--- src/rtl/cvq_pkg.sv ---
// Package: shared helpers for the coding violation rate monitor.
// Assumes: thresholds are non-negative and fit in 32 bits.
package cvq_pkg;

    // Line-rate selection as driven on the rate input.
    typedef enum logic {
        CVQ_RATE_HIGH = 1'b0,
        CVQ_RATE_LOW  = 1'b1
    } cvq_rate_e;

    // Width of a counter whose all-ones value lies above both thresholds.
    function automatic int unsigned cvq_count_width(input int unsigned thr_a,
                                                    input int unsigned thr_b);
        int unsigned top;
        top = (thr_a > thr_b) ? thr_a : thr_b;
        return $clog2(top + 2);
    endfunction

endpackage

--- src/rtl/cvq_tick_sync.sv ---
// Module: cvq_tick_sync
// Brings the slow time-base clock into the line-clock domain and emits a
// one-cycle tick for each rising edge it sees.
// Assumes: the time-base clock stays high and low for at least two line-clock
// cycles each, so that no edge is lost.
module cvq_tick_sync #(
    parameter int unsigned SYNC_STAGES = 2
) (
    input  logic clk,
    input  logic rst_n,
    input  logic tbase_clk,
    output logic tick_o
);
    localparam int unsigned LAST = SYNC_STAGES;

    logic [LAST:0] shift_q;

    // Shift the asynchronous level through the synchronizer plus one history stage.
    always_ff @(posedge clk) begin
        if (!rst_n) begin
            shift_q <= '0;
        end else begin
            shift_q <= {shift_q[LAST-1:0], tbase_clk};
        end
    end

    // A rising edge is a synchronized high after a synchronized low.
    always_comb begin
        tick_o = shift_q[LAST-1] & ~shift_q[LAST];
    end

endmodule

--- src/rtl/cvq_window_timer.sv ---
// Module: cvq_window_timer
// Counts time-base ticks and pulses boundary_o in the cycle of the tick that
// completes a window of WINDOW_TICKS ticks.
// Assumes: tick_i is a one-cycle pulse; WINDOW_TICKS is at least 2.
module cvq_window_timer #(
    parameter int unsigned WINDOW_TICKS = 60000
) (
    input  logic clk,
    input  logic rst_n,
    input  logic tick_i,
    output logic boundary_o
);
    localparam int unsigned TW = (WINDOW_TICKS > 2) ? $clog2(WINDOW_TICKS) : 1;
    localparam logic [TW-1:0] LAST_TICK = TW'(WINDOW_TICKS - 1);

    logic [TW-1:0] ticks_q;
    logic          at_last;

    // Decode the final tick position of the window.
    always_comb begin
        at_last    = (ticks_q == LAST_TICK);
        boundary_o = tick_i & at_last;
    end

    // Advance on every tick and wrap to zero at the window boundary.
    always_ff @(posedge clk) begin
        if (!rst_n) begin
            ticks_q <= '0;
        end else if (tick_i) begin
            ticks_q <= at_last ? '0 : ticks_q + 1'b1;
        end
    end

endmodule

--- src/rtl/cvq_event_counter.sv ---
// Module: cvq_event_counter
// Saturating counter of violation pulses. closing_o is the count that includes
// a pulse in the current cycle; it is the value judged at a boundary.
// Assumes: clear_i is the window boundary pulse.
module cvq_event_counter #(
    parameter int unsigned CW = 9
) (
    input  logic          clk,
    input  logic          rst_n,
    input  logic          event_i,
    input  logic          clear_i,
    output logic [CW-1:0] count_o,
    output logic [CW-1:0] closing_o
);
    localparam logic [CW-1:0] FULL = '1;

    logic [CW-1:0] count_q;

    // Add the current pulse unless the count already sits at its ceiling.
    always_comb begin
        closing_o = (event_i && (count_q != FULL)) ? count_q + 1'b1 : count_q;
        count_o   = count_q;
    end

    // Hold the running total; restart from zero at a boundary.
    always_ff @(posedge clk) begin
        if (!rst_n) begin
            count_q <= '0;
        end else if (clear_i) begin
            count_q <= '0;
        end else begin
            count_q <= closing_o;
        end
    end

endmodule

--- src/rtl/cv_rate_monitor.sv ---
// Module: cv_rate_monitor (top)
// Judges line quality once per window: flags when the violation count of the
// window exceeds the threshold of the selected line rate.
// Assumes: cv_pulse is synchronous to clk; tbase_clk is slow and asynchronous.
module cv_rate_monitor #(
    parameter int unsigned WINDOW_TICKS  = 60000,
    parameter int unsigned THR_HIGH_RATE = 344,
    parameter int unsigned THR_LOW_RATE  = 338,
    parameter int unsigned SYNC_STAGES   = 2
) (
    input  logic clk,
    input  logic rst_n,
    input  logic cv_pulse,
    input  logic tbase_clk,
    input  logic rate_low,
    input  logic bypass_mode,
    output logic quality_bad
);
    import cvq_pkg::*;

    localparam int unsigned CW = cvq_count_width(THR_HIGH_RATE, THR_LOW_RATE);
    localparam logic [CW-1:0] THR_HI_C = CW'(THR_HIGH_RATE);
    localparam logic [CW-1:0] THR_LO_C = CW'(THR_LOW_RATE);

    logic          tick;
    logic          win_end;
    logic [CW-1:0] run_count;
    logic [CW-1:0] closing_count;
    logic [CW-1:0] thr_sel;
    logic          over_limit;
    logic          flag_q;
    cvq_rate_e     rate_sel;

    cvq_tick_sync #(.SYNC_STAGES(SYNC_STAGES)) u_sync (
        .clk       (clk),
        .rst_n     (rst_n),
        .tbase_clk (tbase_clk),
        .tick_o    (tick)
    );

    cvq_window_timer #(.WINDOW_TICKS(WINDOW_TICKS)) u_timer (
        .clk        (clk),
        .rst_n      (rst_n),
        .tick_i     (tick),
        .boundary_o (win_end)
    );

    cvq_event_counter #(.CW(CW)) u_count (
        .clk       (clk),
        .rst_n     (rst_n),
        .event_i   (cv_pulse),
        .clear_i   (win_end),
        .count_o   (run_count),
        .closing_o (closing_count)
    );

    // Pick the threshold for the line rate and compare the closing count.
    always_comb begin
        rate_sel   = cvq_rate_e'(rate_low);
        thr_sel    = (rate_sel == CVQ_RATE_LOW) ? THR_LO_C : THR_HI_C;
        over_limit = closing_count > thr_sel;
    end

    // Register the verdict at boundaries; bypass forces it low.
    always_ff @(posedge clk) begin
        if (!rst_n) begin
            flag_q <= 1'b0;
        end else if (bypass_mode) begin
            flag_q <= 1'b0;
        end else if (win_end) begin
            flag_q <= over_limit;
        end
    end

    assign quality_bad = flag_q;

endmodule

--- config.mk ---
export PLATFORM = sky130hd
export DESIGN_NAME = cv_rate_monitor
export DESIGN_NICKNAME = d
export VERILOG_FILES = /design/src/rtl/cvq_pkg.sv /design/src/rtl/cvq_tick_sync.sv /design/src/rtl/cvq_window_timer.sv /design/src/rtl/cvq_event_counter.sv /design/src/rtl/cv_rate_monitor.sv
export SDC_FILE = /design/constraint.sdc
export NUM_CORES = 1
export LEC_CHECK = 0
export ABC_AREA = 1
export BUFFER_PORTS_ARGS = -buffer_cell sky130_fd_sc_hd__buf_2
export CAP_MARGIN = 20
export CORE_ASPECT_RATIO = 1.4
export CORE_MARGIN = 8
export CORE_UTILIZATION = 45
export DETAILED_ROUTE_END_ITERATION = 10
export GPL_TIMING_DRIVEN = 0
export PLACE_DENSITY_LB_ADDON = 0.15
export SLEW_MARGIN = 0
export SYNTH_ARGS = -nofsm -noshare
export SYNTH_HDL_FRONTEND = slang
export SYNTH_SLANG_ARGS = --single-unit
--- constraint.sdc ---
create_clock -name clk -period 3.1 [get_ports clk]
set_input_delay 0.31 -clock clk [delete_from_list [all_inputs] [get_ports clk]]
set_output_delay 0.31 -clock clk [all_outputs]
set_load 0.02 [all_outputs]
==> results by group <==
Critical path
  – List of cells traversed by the critical path: ha_1 -> nor3b_2 -> nand2_1 -> nor2_1 -> ha_1 -> inv_1 -> nand2_2 -> nor3_4 -> xnor2_1 -> inv_1 -> ha_1 -> nand2_1 -> inv_1 -> nand3_1 -> nor2_1 -> nor2_1 -> nand2_1 -> nand2_1 -> nand2_1 -> nand2_1 -> nand2_1 -> a21oi_1
  – Kind of launch point of the worst setup path: register
  – Count of cells along the worst register-to-register path: 22
  – Worst r2r src: u_count.count_o[1]
  – Worst R2R End: quality_bad
  – Reg-to-reg slack, setup: 0.33 ns
  – Startpoint-to-endpoint class of the critical path: reg -> reg
  – Most frequent cell on the critical path: sky130_fd_sc_hd__nand2_1
  – Worst setup EP type: register
  – Slowest cell delay on critical path: 0.33 ns
  – Required time at the endpoint of the critical path: 3.27 ns
  – Worst setup path startpoint: u_count.count_o[1]
  – Critical-path top delay cell: sky130_fd_sc_hd__dfxtp_1
  – WP data arrival: 2.95 ns
  – Maximum fanout count along the critical path: 5

Global route
  – Initial antenna violation count: 0
  – Grt total ovfl: 0
  – Wire length of the first global-routing pass: 5250 um
  – Overall track demand over capacity in global routing: 12.4%
  – Maximum number of pins on one net before global-route repair: 11
  – Vias in the first global route: 1276

Synthesis
  – Unique masters post-synth: 27
  – Number of instances in the synthesized netlist: 194
  – Average instance area after synthesis: 7.44 sq um
  – Netlist area before placement: 1440 sq um
  – Area share of the largest cell type after synthesis: 40.2%
  – Top FF cell, synth: sky130_fd_sc_hd__dfxtp_1
  – Post-synth top cells: 34 x sky130_fd_sc_hd__nand2_1, 30 x sky130_fd_sc_hd__inv_1, 29 x sky130_fd_sc_hd__dfxtp_1
  – Cell taking the most area after synthesis: sky130_fd_sc_hd__dfxtp_1
  – Part of the Yosys area used for sequential elements: 40.2%
  – Yosys Warn Count: 0
  – Library cell with the highest instance count after synthesis: sky130_fd_sc_hd__nand2_1
  – Count of flip-flops with a built-in enable after synthesis: 0
  – Synth area leaders: sky130_fd_sc_hd__dfxtp_1 40%, sky130_fd_sc_hd__nand2_1 8.8%, sky130_fd_sc_hd__inv_1 7.8%
  – Register bit total from synthesis: 29
  – Share of flip-flops with an asynchronous set or reset: 0%
  – Post-Syn Nets: 205

Worst hold path
  – Number of stages on the worst hold path: 3
  – Min-Delay Path Class: in -> reg
  – Hold Path End: u_sync.shift_q[0]
  – Startpoint of the lowest-slack hold path: tbase_clk

Placement
  – Count of port buffers added during placement: 6
  – Placer's final routability congestion estimate: 0.785
  – Area after detailed placement: 1520 sq um
  – Final HPWL from detailed placement: 2330 um

Floorplanning
  – Horizontal extent of the die: 63.9 um
  – Placeable core region: 3090 sq um
  – Top-level I/O count: 7
  – Floorplan die area: 5300 sq um
  – Number of placement rows: 24
  – Effective utilization at floorplan: 46.7%
  – Die height: 83.0 um

CTS
  – Clock latency reported for the late side of the worst-skew pair: 0.28 ns
  – Total clock buffers created by CTS: 5
  – Num Clock Sinks: 29
  – Root buffer cell: sky130_fd_sc_hd__clkbuf_8
  – TritonCTS clock tree: done
  – Clock-pin slew on the worst setup and hold paths: 0.06 ns
  – Deepest clock path buffer count: 2
  – Number of H-tree levels: 2

Final layout
  – Layout overhead on the synthesized area: 12.1%
  – Sequential cell area: 581 sq um
  – Share of post-route cells with drive strength above 1: 14.4%
  – Diode insertion count for antenna repair: 0
  – Fill cells: 326
  – Post-route cell area: 1620 sq um
  – Layout net count: 218
  – Area of the multi-input gates: 759 sq um

Timing
  – Number of pins exceeding their max-slew limit in the final report: 0
  – Worst Tran Pin Value: 0.297 ns
  – Headroom to the max-slew limit: 80.0%
  – Sum of negative setup slack: 0 ns
  – Final clock period utilization by the worst path: 89.4%
  – Fin crit period: 2.77 ns
  – Maximum achievable frequency: 0.361 GHz
  – Hold violation total from the final report: 0
  – Clock Skews: 0.00314 ns
  – Setup repair after global routing missed its margin: no
  – Number of setup violations in the final report: 0

Routing
  – Ratio of routed vias to standard cells: 5.07
  – Total vias in the final route: 1252
  – Avg WL per Cell: 12.2 um
  – Routed WL: 3010 um
  – Count of nets left with antenna violations after detail routing: 0
  – Drt first pass iters: 4
  – DRC errors left: 0
  – Iteration-0 DRC count of the detailed router: 54

Power and ir drop
  – Static Leakage: 0.000669 uW
  – Worst-case vdd ir drop: 0.347 mV
  – Areal power density over the cells: 439 nW/um^2

Outcome
  – Run status: finished, final reports clean

Run
  – Number of maximum-capacitance constraint violations: 0
-- power breakdown --
group,internal (uW),switching [uW],total (uW)
registers,378,3.75,382
clock network,155,138,293
logic,13.6,22.3,35.9
-- routing by layer --
| layer | track usage (%) | share of wire [%] | vias to the layer above |
|---|---|---|---|
| li1 | - | - | 657 |
| met3 | 4.97 | 3.0 | 7 |
| met2 | 23.4 | 56 | 11 |
| met5 | 0 | 0 | - |
| met4 | 6.72 | 2.8 | 0 |
| met1 | 10.5 | 38 | 577 |
-- what timing repair did --
action | CTS | global route
hold buffers | 0 | 0
gates resized for setup | 0 | 3
setup endpoints to repair | 0 | 1
setup buffers | 0 | 0
-- layout by cell type, fill, tap and decap left out --
cell type                  instances
sky130_fd_sc_hd__a211oi_1          2
sky130_fd_sc_hd__a21oi_1          10
sky130_fd_sc_hd__buf_2             7
sky130_fd_sc_hd__clkbuf_1          1
sky130_fd_sc_hd__clkbuf_8          5
sky130_fd_sc_hd__clkinv_2          2
sky130_fd_sc_hd__dfxtp_1          29
sky130_fd_sc_hd__ha_1              5
sky130_fd_sc_hd__inv_1            30
sky130_fd_sc_hd__mux2i_1           2
sky130_fd_sc_hd__nand2_1          33
sky130_fd_sc_hd__nand2_2           6
sky130_fd_sc_hd__nand3_1          15
sky130_fd_sc_hd__nand3_2           1
sky130_fd_sc_hd__nand4_1           7
sky130_fd_sc_hd__nor2_1           22
sky130_fd_sc_hd__nor2_2            2
sky130_fd_sc_hd__nor2_4            3
sky130_fd_sc_hd__nor3_1            8
sky130_fd_sc_hd__nor3_4            1
sky130_fd_sc_hd__nor3b_2           1
sky130_fd_sc_hd__nor4_1            1
sky130_fd_sc_hd__o211a_1           2
sky130_fd_sc_hd__o21a_1            1
sky130_fd_sc_hd__o21ai_0           3
sky130_fd_sc_hd__o21ai_2           1
sky130_fd_sc_hd__o21bai_1          1
sky130_fd_sc_hd__or2_2             1
sky130_fd_sc_hd__xnor2_1           2
sky130_fd_sc_hd__xor2_1            4
-- how the worst max path moves through the flow --
stage                              to  slack (ns)  cells after the start
after floorplan           quality_bad        0.62                     22
after global placement    quality_bad        0.24                     22
after detailed placement  quality_bad        0.21                     22
after CTS                 quality_bad        0.19                     22
after global routing      quality_bad       0.003                     22
final                     quality_bad        0.33                     22
-- state kept, by name, summed over array words and instances, names as in the netlist --
register / cells
u_sync.shift_q: 3
quality_bad: 1
u_timer.ticks_q: 16
u_count.count_o: 9
-- cell type report --
class | count | share of cell area, %
Multi-Input combinational cell | 134 | 46.9
Tap cell | 39 | 3.01
Clock buffer | 6 | 4.48
Buffer | 1 | 0.309
Sequential cell | 29 | 35.9
Clock inverter | 2 | 0.618
Inverter | 30 | 6.96
Timing Repair Buffer | 6 | 1.85
-- stage by stage --
| stage | power (uW) | hold slack [ns] | std cells | setup WS, ns | util [%] |
|---|---|---|---|---|---|
| global route | 744 | 0.228 | 247 | 0.00271 | 52.3 |
| floorplan | 413 | 0.390 | 194 | 0.619 | - |
| finish | 711 | 0.217 | 247 | 0.329 | 52.3 |
| CTS | 721 | 0.216 | 247 | 0.186 | 51.9 |
| global placement | 423 | 0.404 | 239 | 0.238 | 49.2 |
| detailed placement | 426 | 0.410 | 239 | 0.206 | 49.2 |
-- logic make-up (layout without fill, tap and decap cells) --
family	Yosys count	count (layout)	share of synthesized area [%]
DFF	29	29	40.2
muxes	2	2	1.39
and+or+nand+nor	101	101	33.7
xor gates and xnor gates	6	6	3.64
buffers and inverters	31	45	8.15
adders and majority gates	5	5	4.33
AOI/OAI and AO/OA	20	20	8.58
-- critical path: cells and delay by family, from the launching register on --
kind	cells	cell delay (ns)
xor gates and xnor gates	1	0.18
DFF	1	0.33
adders and majority gates	3	0.67
buffers and inverters	3	0.24
and+or+nand+nor	14	1.16
AOI/OAI and AO/OA	1	0.05
No activity file was read; power rests on OpenSTA's default activity.
